===== src/rtl/tree_max_scan.sv =====
module tree_max_scan #(
  parameter int LOG_N = 4,
  parameter int W = 16,
  localparam int L = LOG_N - 1,
  localparam int NW = 2 * L,
  localparam int AW = NW + 1,
  localparam int LW = $clog2(LOG_N),
  localparam int PW = $clog2(W)
) (
  input  logic            clk,
  input  logic            rst_n,
  input  logic            start,
  input  logic [PW-1:0]   plane,
  output logic            rd_en,
  output logic [AW-1:0]   rd_addr,
  input  logic [2*W-1:0]  rd_data,
  output logic            busy,
  output logic            out_valid,
  output logic [NW-1:0]   out_addr,
  output logic [LW-1:0]   out_level,
  output logic [W-1:0]    out_blk_max,
  output logic [4*W-1:0]  out_sub_max,
  output logic [15:0]     out_kid_sign,
  output logic [15:0]     out_kid_sig,
  output logic            done
);
  localparam logic [NW-1:0] FIRST = NW'(1) << (2 * (L - 1));

  logic            iss, ph, pend;
  logic [NW-1:0]   m, cm;
  logic [LW-1:0]   cl, kl;
  logic [2*W-1:0]  lo;
  logic [W-1:0]    smax [LOG_N][4];
  logic [3:0]      ssgn [LOG_N][4];
  logic [3:0]      ssig [LOG_N][4];

  function automatic logic [LW-1:0] lvl_of(input logic [NW-1:0] x);
    lvl_of = '0;
    for (int l = 1; l <= L; l++)
      if (x >= (NW'(1) << (2 * (l - 1)))) lvl_of = LW'(l);
  endfunction

  function automatic logic [NW-1:0] next_of(input logic [NW-1:0] x);
    if (x[1:0] == 2'b11) next_of = x >> 2;
    else next_of = (x + NW'(1)) << (2 * (L - int'(lvl_of(x))));
  endfunction

  function automatic logic [W-1:0] mag(input logic [W-1:0] v);
    mag = v[W-1] ? (~v + 1'b1) : v;
  endfunction

  assign rd_en   = iss;
  assign rd_addr = {m, ph};
  assign kl      = cl + 1'b1;

  logic [W-1:0] px [4];
  logic [W-1:0] kmax [4];
  logic [W-1:0] bmax;
  logic [15:0]  ksgn, ksig;
  logic [3:0]   osgn, osig;

  always_comb begin
    px[0] = lo[W-1:0];
    px[1] = lo[2*W-1:W];
    px[2] = rd_data[W-1:0];
    px[3] = rd_data[2*W-1:W];
    bmax = '0;
    ksgn = '0;
    ksig = '0;
    for (int k = 0; k < 4; k++) begin
      kmax[k] = '0;
      if (cl != LW'(L) && !(cm == '0 && k == 0)) begin
        kmax[k] = smax[kl][k];
        ksgn[4*k +: 4] = ssgn[kl][k];
        ksig[4*k +: 4] = ssig[kl][k];
      end
      osgn[k] = px[k][W-1];
      osig[k] = (mag(px[k]) >> plane) != '0;
      if (mag(px[k]) > bmax) bmax = mag(px[k]);
      if (kmax[k] > bmax) bmax = kmax[k];
    end
  end

  always_ff @(posedge clk or negedge rst_n) begin
    if (!rst_n) begin
      iss <= 1'b0; ph <= 1'b0; pend <= 1'b0; busy <= 1'b0;
      m <= '0; cm <= '0; cl <= '0; lo <= '0;
      out_valid <= 1'b0; done <= 1'b0; out_addr <= '0; out_level <= '0;
      out_blk_max <= '0; out_sub_max <= '0; out_kid_sign <= '0; out_kid_sig <= '0;
      for (int l = 0; l < LOG_N; l++)
        for (int k = 0; k < 4; k++) begin
          smax[l][k] <= '0; ssgn[l][k] <= '0; ssig[l][k] <= '0;
        end
    end else begin
      out_valid <= 1'b0;
      done <= 1'b0;
      if (pend) begin
        pend <= 1'b0;
        out_valid <= 1'b1;
        out_addr <= cm;
        out_level <= cl;
        out_blk_max <= bmax;
        for (int k = 0; k < 4; k++) out_sub_max[k*W +: W] <= kmax[k];
        out_kid_sign <= ksgn;
        out_kid_sig <= ksig;
        smax[cl][cm[1:0]] <= bmax;
        ssgn[cl][cm[1:0]] <= osgn;
        ssig[cl][cm[1:0]] <= osig;
        if (cm == '0) begin
          done <= 1'b1;
          busy <= 1'b0;
        end
      end
      if (start && !busy) begin
        busy <= 1'b1;
        iss <= 1'b1;
        ph <= 1'b0;
        m <= FIRST;
      end else if (iss) begin
        ph <= ~ph;
        if (ph) begin
          lo <= rd_data;
          cm <= m;
          cl <= lvl_of(m);
          pend <= 1'b1;
          if (m == '0) iss <= 1'b0;
          else m <= next_of(m);
        end
      end
    end
  end
endmodule


===== config.mk =====
export PLATFORM = sky130hd
export DESIGN_NAME = tree_max_scan
export DESIGN_NICKNAME = d
export VERILOG_FILES = /design/src/rtl/tree_max_scan.sv
export SDC_FILE = /design/constraint.sdc
export NUM_CORES = 1
export LEC_CHECK = 0
export BUFFER_PORTS_ARGS = -buffer_cell sky130_fd_sc_hd__clkbuf_2
export CAP_MARGIN = 20
export CORE_UTILIZATION = 30
export CTS_CLUSTER_DIAMETER = 100
export DETAILED_ROUTE_END_ITERATION = 10
export PLACE_DENSITY = 0.54
export SYNTH_ARGS = -nofsm -noshare
export SYNTH_HDL_FRONTEND = slang
export SYNTH_SLANG_ARGS = --single-unit

===== constraint.sdc =====
create_clock -name clk -period 30.4 [get_ports clk]
set_input_delay 3.04 -clock clk [delete_from_list [all_inputs] [get_ports clk]]
set_output_delay 3.04 -clock clk [all_outputs]
set_load 0.005 [all_outputs]

---- Word-level counts from Yosys, hierarchy flattened ----
Index checks and enable logic that the tools add are counted.
word-level totals
  bits in registers ....................... 556
  input port bits ......................... 39
  output and inout bits ................... 131
cells by class
  add/sub/neg operators ................... 7
  $lt $le $gt $ge ......................... 16
  equal/unequal tests ..................... 3
  shifts and indexed selects .............. 5
  mux-type cells .......................... 72
  bitwise operators ....................... 9
  reduce and logical (&&, ||, !) cells .... 19
operators by type and width
  cell                     number
  $mux W16                 22
  $bwmux W256              1
  $mux W64                 3
  $bmux W64 S2             1
  $bwmux W64               2
  $demux W64 S2            1
  $gt A16 B16 Y1           7
  $add A16 B1 Y16 const B  4
  $bmux W16 S2             2
  $demux W16 S2            2
  $not A16 Y16             4
  $reduce_bool A16 Y1      4
  $shr A16 B4 Y16          4
  $mux W4                  9
  $shl A6 B32 Y6           1
  $mux W6                  5
  $gt A16 B1 Y1 const B    1
  $mux W1                  16
  $mux W2                  7
  $logic_not A6 Y1         2
  $ge A3 B3 Y1 const B     3
  $not A2 Y3               3
  $demux W4 S2             1
  $reduce_bool A2 Y1       4
  other kinds (14)         22

---- Depth between registers and ports, before layout ----
Gate-level depths: netlist of the first run.
  depth after elaboration ................. 21
  gate-level depth with buffers ........... 120
  mapped depth without buffers ............ 100

---- Worst setup path before layout of the first run ----
Ideal clock, no wire load.
  path kind ............................... reg-to-reg
  start point ............................. reg cl[0]
  end point ............................... reg smax[245] (netlist bit)
  arrival time ............................ 23020 ps
  data required time ...................... 30265 ps
  path slack .............................. 7246 ps
  stages on the path, launching flop included .. 112
  buffers on the path ..................... 22
  clock period less this slack ............ 23154 ps
  cells stage by stage .................... dfrtp_1 > clkbuf_1 > buf_1 > clkbuf_1 > clkbuf_1 > buf_1 > clkbuf_1 > clkbuf_1 > buf_1 > inv_1 > ha_1 > buf_1 > clkbuf_1 > clkbuf_1 > mux4_2 > and2_1 > ha_1 > and4_1 > [... 76 more ...] > nand2b_1 > a21oi_1 > nor2b_1 > o21ai_0 > nand2b_1 > a21oi_1 > nor2b_1 > o21ai_0 > a21boi_0 > o21ai_0 > nand2b_1 > nand2_1 > clkbuf_1 > clkbuf_1 > clkbuf_1 > nor3_1 > a21oi_1 > o31ai_1
RTL lines
  item                            line  source
  start: declaration              31    logic [LW-1:0] cl, kl;
  start signal: assignment        124   cl <= lvl_of(m);
  end signal: indexed assignment  106   smax[cl][cm[1:0]] <= bmax;
  end: declaration                33    logic [W-1:0] smax [LOG_N][4];

==> impl_metrics.yaml, run 1 <==
layout:
  layout-drive-gt1-share: 0.189
  stdcell_count: 4777
  nets: 3499
  fin_util: 0.349
  area_growth_pct: 14.6
placed_design:
  place_inst: 4655
  port-buffer-count: 169
  dp.final_hpwl_mm: 79.7
  gp_congestion: 0.954
timing:
  fin_crit_sh: 0.777
  max_freq_mhz: 42.3
  hold_slack_ns: 0.471
  finalMaxSlewViolations: 0
  relSlewSlack: 0.242
  hold_viol: 0
  tightestPinTransition_ns: 1.13
  finalSetupViolCount: 0
  finClkSkew_ns: 0.0221
  rsz0062_at_grt: "false"
  fin_crit_ns: 23.62
  fin_tns_setup_ns: 0
floorplan:
  num_io_pins: 170
  die_x_um: 327
  num_rows: 118
  die_h_um: 327
  die-area_um2: 107000
  core_um2: 104000
  start_util: 0.305
synth:
  synth_cell_types: 87
  synth_top_cell_by_area: "dfrtp_1"
  synth_ff_type: "dfrtp_1"
  syn-mean-instance-area_um2: 9.64
  synth_cells: 3290
  seq_area_frac_synth: 0.439
  ys_seq_elements: 556
  synth_area_um2: 31700
  ys_top_cells_by_area: "dfrtp_1 44%, mux4_2 6.5%, o31ai_1 6.1%"
  yosys.area.top_type_share: 0.439
  syn-num-nets: 3444
  synthArstFlopShare: 1.00
  yosysWarnings: 0
  synth-edff-count: 0
cts:
  cts.sinks: 556
  cts_tree: "built"
  cts.clk_slew.worst_paths_ns: 0.06
  cts_hold_buf: 0
  clk_path_buf_depth: 3
  clk-insertion-delay-late_ns: 0.62
  cts-root-buf: "clkbuf_16"
  htreeDepth: 3
  cts_resized: 0
  postCtsSetupBuffers: 0
  cts_buffers: 67
critical_path:
  critPathKind: "reg2reg"
  arrival_ns: 24.11
  slowest_stage: "dfrtp_4"
  r2r_start: "cl[0]"
  r2r-end: "smax[190]"
  slowest_delay_ns: 0.96
  cpMostUsedCell: "a21o_1"
  critical_path_required_ns: 30.89
  critPathMaxFanout: 158
  cp-end-kind: "flip-flop"
  start_kind: "flip-flop"
  rr_worst_depth: 95
  r2r_slack_ns: 6.78
hold_path:
  holdPathStages: 2
  hp-class: "reg2reg"
  min_to: "smax[40]"
  hp-start: "smax[40]"
drt:
  first_pass_iters: 5
  wl_per_cell_um: 23.9
  vias: 26266
  drtIter0Drc: 2642
  via_per_inst: 5.50
  drt_wl_total_mm: 114
  ant_nets: 0
  drcViolationCount: 0
grt:
  antenna_found_initial: 3
  overflow: 0
  track_usage: 0.212
  grt_pass1_vias: 25790
  grt_pass1_wl_mm: 173
  grt_max_degree: 159
outcome:
  outcome: "finished, final reports clean"
job:
  maxCapViolCount: 0
## layout by cell type (no fill, tap or decap), types with 13 or more instances in the layout
master and n:
dfrtp_1 554, nand2_1 456, o31ai_1 257, a21oi_1 252
nor3_1 205, o21ai_0 197, clkbuf_2 168, nor2_1 133
ha_1 113, mux2_2 112, mux4_2 92, buf_4 91
inv_1 88, clkbuf_16 69, nor2b_1 43, xnor2_1 38
nand2b_1 37, a21o_1 32, nand3_1 30, and2_1 27
o2bb2ai_1 25, xor2_1 22, nand4_1 19, or2_2 19
a21boi_0 17, a311oi_1 15, clkbuf_8 15, a211oi_1 14
o22ai_1 13
## sequential cells by signal (all words and copies together), names as in the netlist
register,cells
out_sub_max,64
rd_en,1
out_kid_sign,16
ssig,64
out_level,2
ph,1
busy,1
smax,256
out_valid,1
ssgn,64
out_kid_sig,16
lo,32
done,1
pend,1
out_blk_max,16
out_addr,6
m,6
cl,2
cm,6
## cells in the mapped netlist, types with 22 or more instances
cell type    n
mux2_2     112
nor3_1     205
nor2b_1     43
nand3_1     31
ha_1       115
xor2_1      22
xnor2_1     38
inv_1       88
nand2_1    457
clkbuf_1   238
mux4_2      92
a21o_1      32
nor2_1     134
and2_1      27
dfrtp_1    556
o21ai_0    197
a21oi_1    253
o2bb2ai_1   25
nand2b_1    37
o31ai_1    258
## worst max path at each step
stage	startpoint	to	slack, ns	cells past startpoint
after global routing	cl[0]	smax[190]	5.07	97
after detailed placement	cl[0]	smax[222]	7.13	97
final	cl[0]	smax[190]	6.78	95
after global placement	cl[0]	smax[222]	7.22	93
after floorplan	cl[0]	smax[245]	7.25	111
after CTS	cl[0]	smax[206]	7.05	97
## cell families after synthesis
family,share of synthesized area
and+or+nand+nor,0.154
AOI/OAI and AO/OA,0.191
DFF,0.439
buffers and inverters,0.0451
muxes,0.109
adders and majority gates,0.0454
xor gates and xnor gates,0.0166
## stage by stage
| step | area, um^2 | worst slack, ns |
|---|---|---|
| 5_1_grt | 36300 | 5.07 |
| 3_5_place_dp | 34000 | 7.13 |
| 3_3_place_gp | 34000 | 7.22 |
| 2_1_floorplan | 31700 | 7.25 |
| 4_1_cts | 36300 | 7.05 |
| 6_report | 36300 | 6.78 |
## routing by layer
metal | GRT usage | up-vias | wire length [um]
met5 | 0 | - | 0
met3 | 0.0243 | 171 | 5800
met2 | 0.340 | 822 | 54000
met4 | 0.0708 | 0 | 3570
li1 | - | 12086 | -
met1 | 0.296 | 13187 | 51000
## cell type report
type                       instances  area (um^2)
multi-input combinational       2367        16400
tap                             1380         1730
fill                           10574        67800
timing repair buffer             263         1590
sequential                       556        13900
inverter                          90          339
clock inverter                    24          338
clock buffer                      96         1980
antenna                            1         2.50
## worst max-delay path, delay by kind of cell, from the launching register on
family	cells	cell delay [ns]
AND/OR/NAND/NOR	29	6.42
multiplexers	2	0.83
buffers and inverters	7	2.59
AO/OA/AOI/OAI	49	9.56
adder cells (fa/ha/maj)	8	2.82
flip-flops	1	0.96
Power of run 1 is left out: the tool's default activity adds up to more than one toggle a clock period on the data nets, which glitch-free logic cannot reach.
==> inputs of run 2 (changes only) <==
Clock period 30.4 ns to 22.5 ns, I/O delays scaled along.
==> run 2 against run 1 <==
  * First-iteration DRC count is 0.87% lower
  * Via count is 1.7% higher
  * Count of clock-buffer cells in the layout is 4 higher
  * Clock skew is 0.0058 ns higher
  * Die area stayed put
  * Critical path type unchanged
  * Highest routed layer is now met5
==> impl_metrics.yaml, run 2 (synthesis results as in run 1) <==
outcome:
  outcome: "finished, final reports clean"
grt:
  track_usage: 0.210
  grt_pass1_vias: 25470
  grt_max_degree: 100
  grt_pass1_wl_mm: 172
  antenna_found_initial: 3
  overflow: 0
cts:
  cts_tree: "built"
  htreeDepth: 3
  clk_path_buf_depth: 3
  cts_hold_buf: 0
  cts.clk_slew.worst_paths_ns: 0.06
  cts-root-buf: "clkbuf_16"
  cts.sinks: 556
  cts_buffers: 68
  clk-insertion-delay-late_ns: 0.64
layout:
  final_common_cell: "dfrtp_1"
  nets: 3529
  largest_register_ffs: 256
  layout-drive-gt1-share: 0.202
  mostFrequentLayoutCells: "554 x dfrtp_1, 443 x nand2_1, 257 x o31ai_1"
  fin_util: 0.352
  area_growth_pct: 15.6
  largest_register: "smax"
critical_path:
  critPathMaxFanout: 26
  arrival_ns: 21.52
  cpMostUsedCell: "a21o_1"
  critical_path_required_ns: 23.00
  slowest_delay_ns: 0.56
  r2r_slack_ns: 1.48
  slowest_stage: "or4_1"
  critPathKind: "reg2reg"
  start_kind: "flip-flop"
  cp-end-kind: "flip-flop"
timing:
  hold_slack_ns: 0.473
  tightestPinTransition_ns: 1.10
  fin_crit_sh: 0.934
  fin_tns_setup_ns: 0
  finalSetupViolCount: 0
  finClkSkew_ns: 0.0279
  fin_crit_ns: 21.02
  finalMaxSlewViolations: 0
  max_freq_mhz: 47.6
  hold_viol: 0
  relSlewSlack: 0.264
drt:
  wl_per_cell_um: 23.9
  via_per_inst: 5.56
  drtIter0Drc: 2619
  drcViolationCount: 0
  vias: 26708
  first_pass_iters: 6
  drt_wl_total_mm: 115
  ant_nets: 0
placed_design:
  port-buffer-count: 169
  gp_congestion: 0.911
  dp.final_hpwl_mm: 79.2
floorplan:
  core_um2: 104000
  die_h_um: 327
  num_rows: 118
  die_x_um: 327
  start_util: 0.305
  die-area_um2: 107000
  num_io_pins: 170
hold_path:
  hp-class: "reg2reg"
job:
  maxCapViolCount: 0
==> run 2: final timing paths <==
check                      startpoint               to  cells past startpoint
max                             lo[0]         smax[38]                    101
min                          ssgn[32]         ssgn[32]                      2
max reg2reg                     lo[0]         smax[38]                    101
min reg2reg                  ssgn[32]         ssgn[32]                      2
max in group asynchronous       rst_n  out_sub_max[36]                      3
min in group asynchronous       rst_n  out_kid_sig[10]                      1
==> run 2: routing by layer <==
| layer | share of wire | wire length, um | vias to the layer above | GRT usage |
|---|---|---|---|---|
| li1 | - | - | 12161 | - |
| met1 | 0.44 | 50900 | 13418 | 0.295 |
| met2 | 0.47 | 53800 | 954 | 0.338 |
| met3 | 0.059 | 6780 | 171 | 0.0308 |
| met4 | 0.028 | 3170 | 4 | 0.0558 |
| met5 | 0.00023 | 26 | - | 0 |
==> run 2: worst max-delay path, delay by kind of cell (launching register included) <==
family | cells | cell delay [ns]
AOI/OAI and AO/OA | 52 | 10.08
and+or+nand+nor | 31 | 6.04
adders and majority gates | 8 | 2.33
buffers and inverters | 8 | 1.46
DFF | 1 | 0.41
muxes | 1 | 0.36
xor gates and xnor gates | 1 | 0.11
==> run 2: layout make-up <==
class / count / area, um^2
Sequential cell: 556 / 13900
Timing Repair Buffer: 290 / 1860
Clock buffer: 100 / 2030
Multi-Input combinational cell: 2369 / 16600
Fill cell: 10555 / 67400
Inverter: 90 / 339
Clock inverter: 20 / 206
Tap cell: 1380 / 1730
Antenna cell: 2 / 5.00
==> run 2: per-stage QoR <==
step / cells / instance area, um^2 / worst slack, ns
floorplan: 3290 / 31700 / 0.116
global placement: 4672 / 34100 / 1.19
detailed placement: 4672 / 34100 / 0.901
CTS: 4792 / 36400 / 0.744
global route: 4805 / 36600 / -0.0316
finish: 4807 / 36600 / 1.48
==> run 2: repair_timing <==
action / in CTS / in global routing
setup endpoints to repair: 0 / 272
buffers inserted: 0 / 9
resized for setup: 0 / 28
Power of run 2 is left out for the same reason.
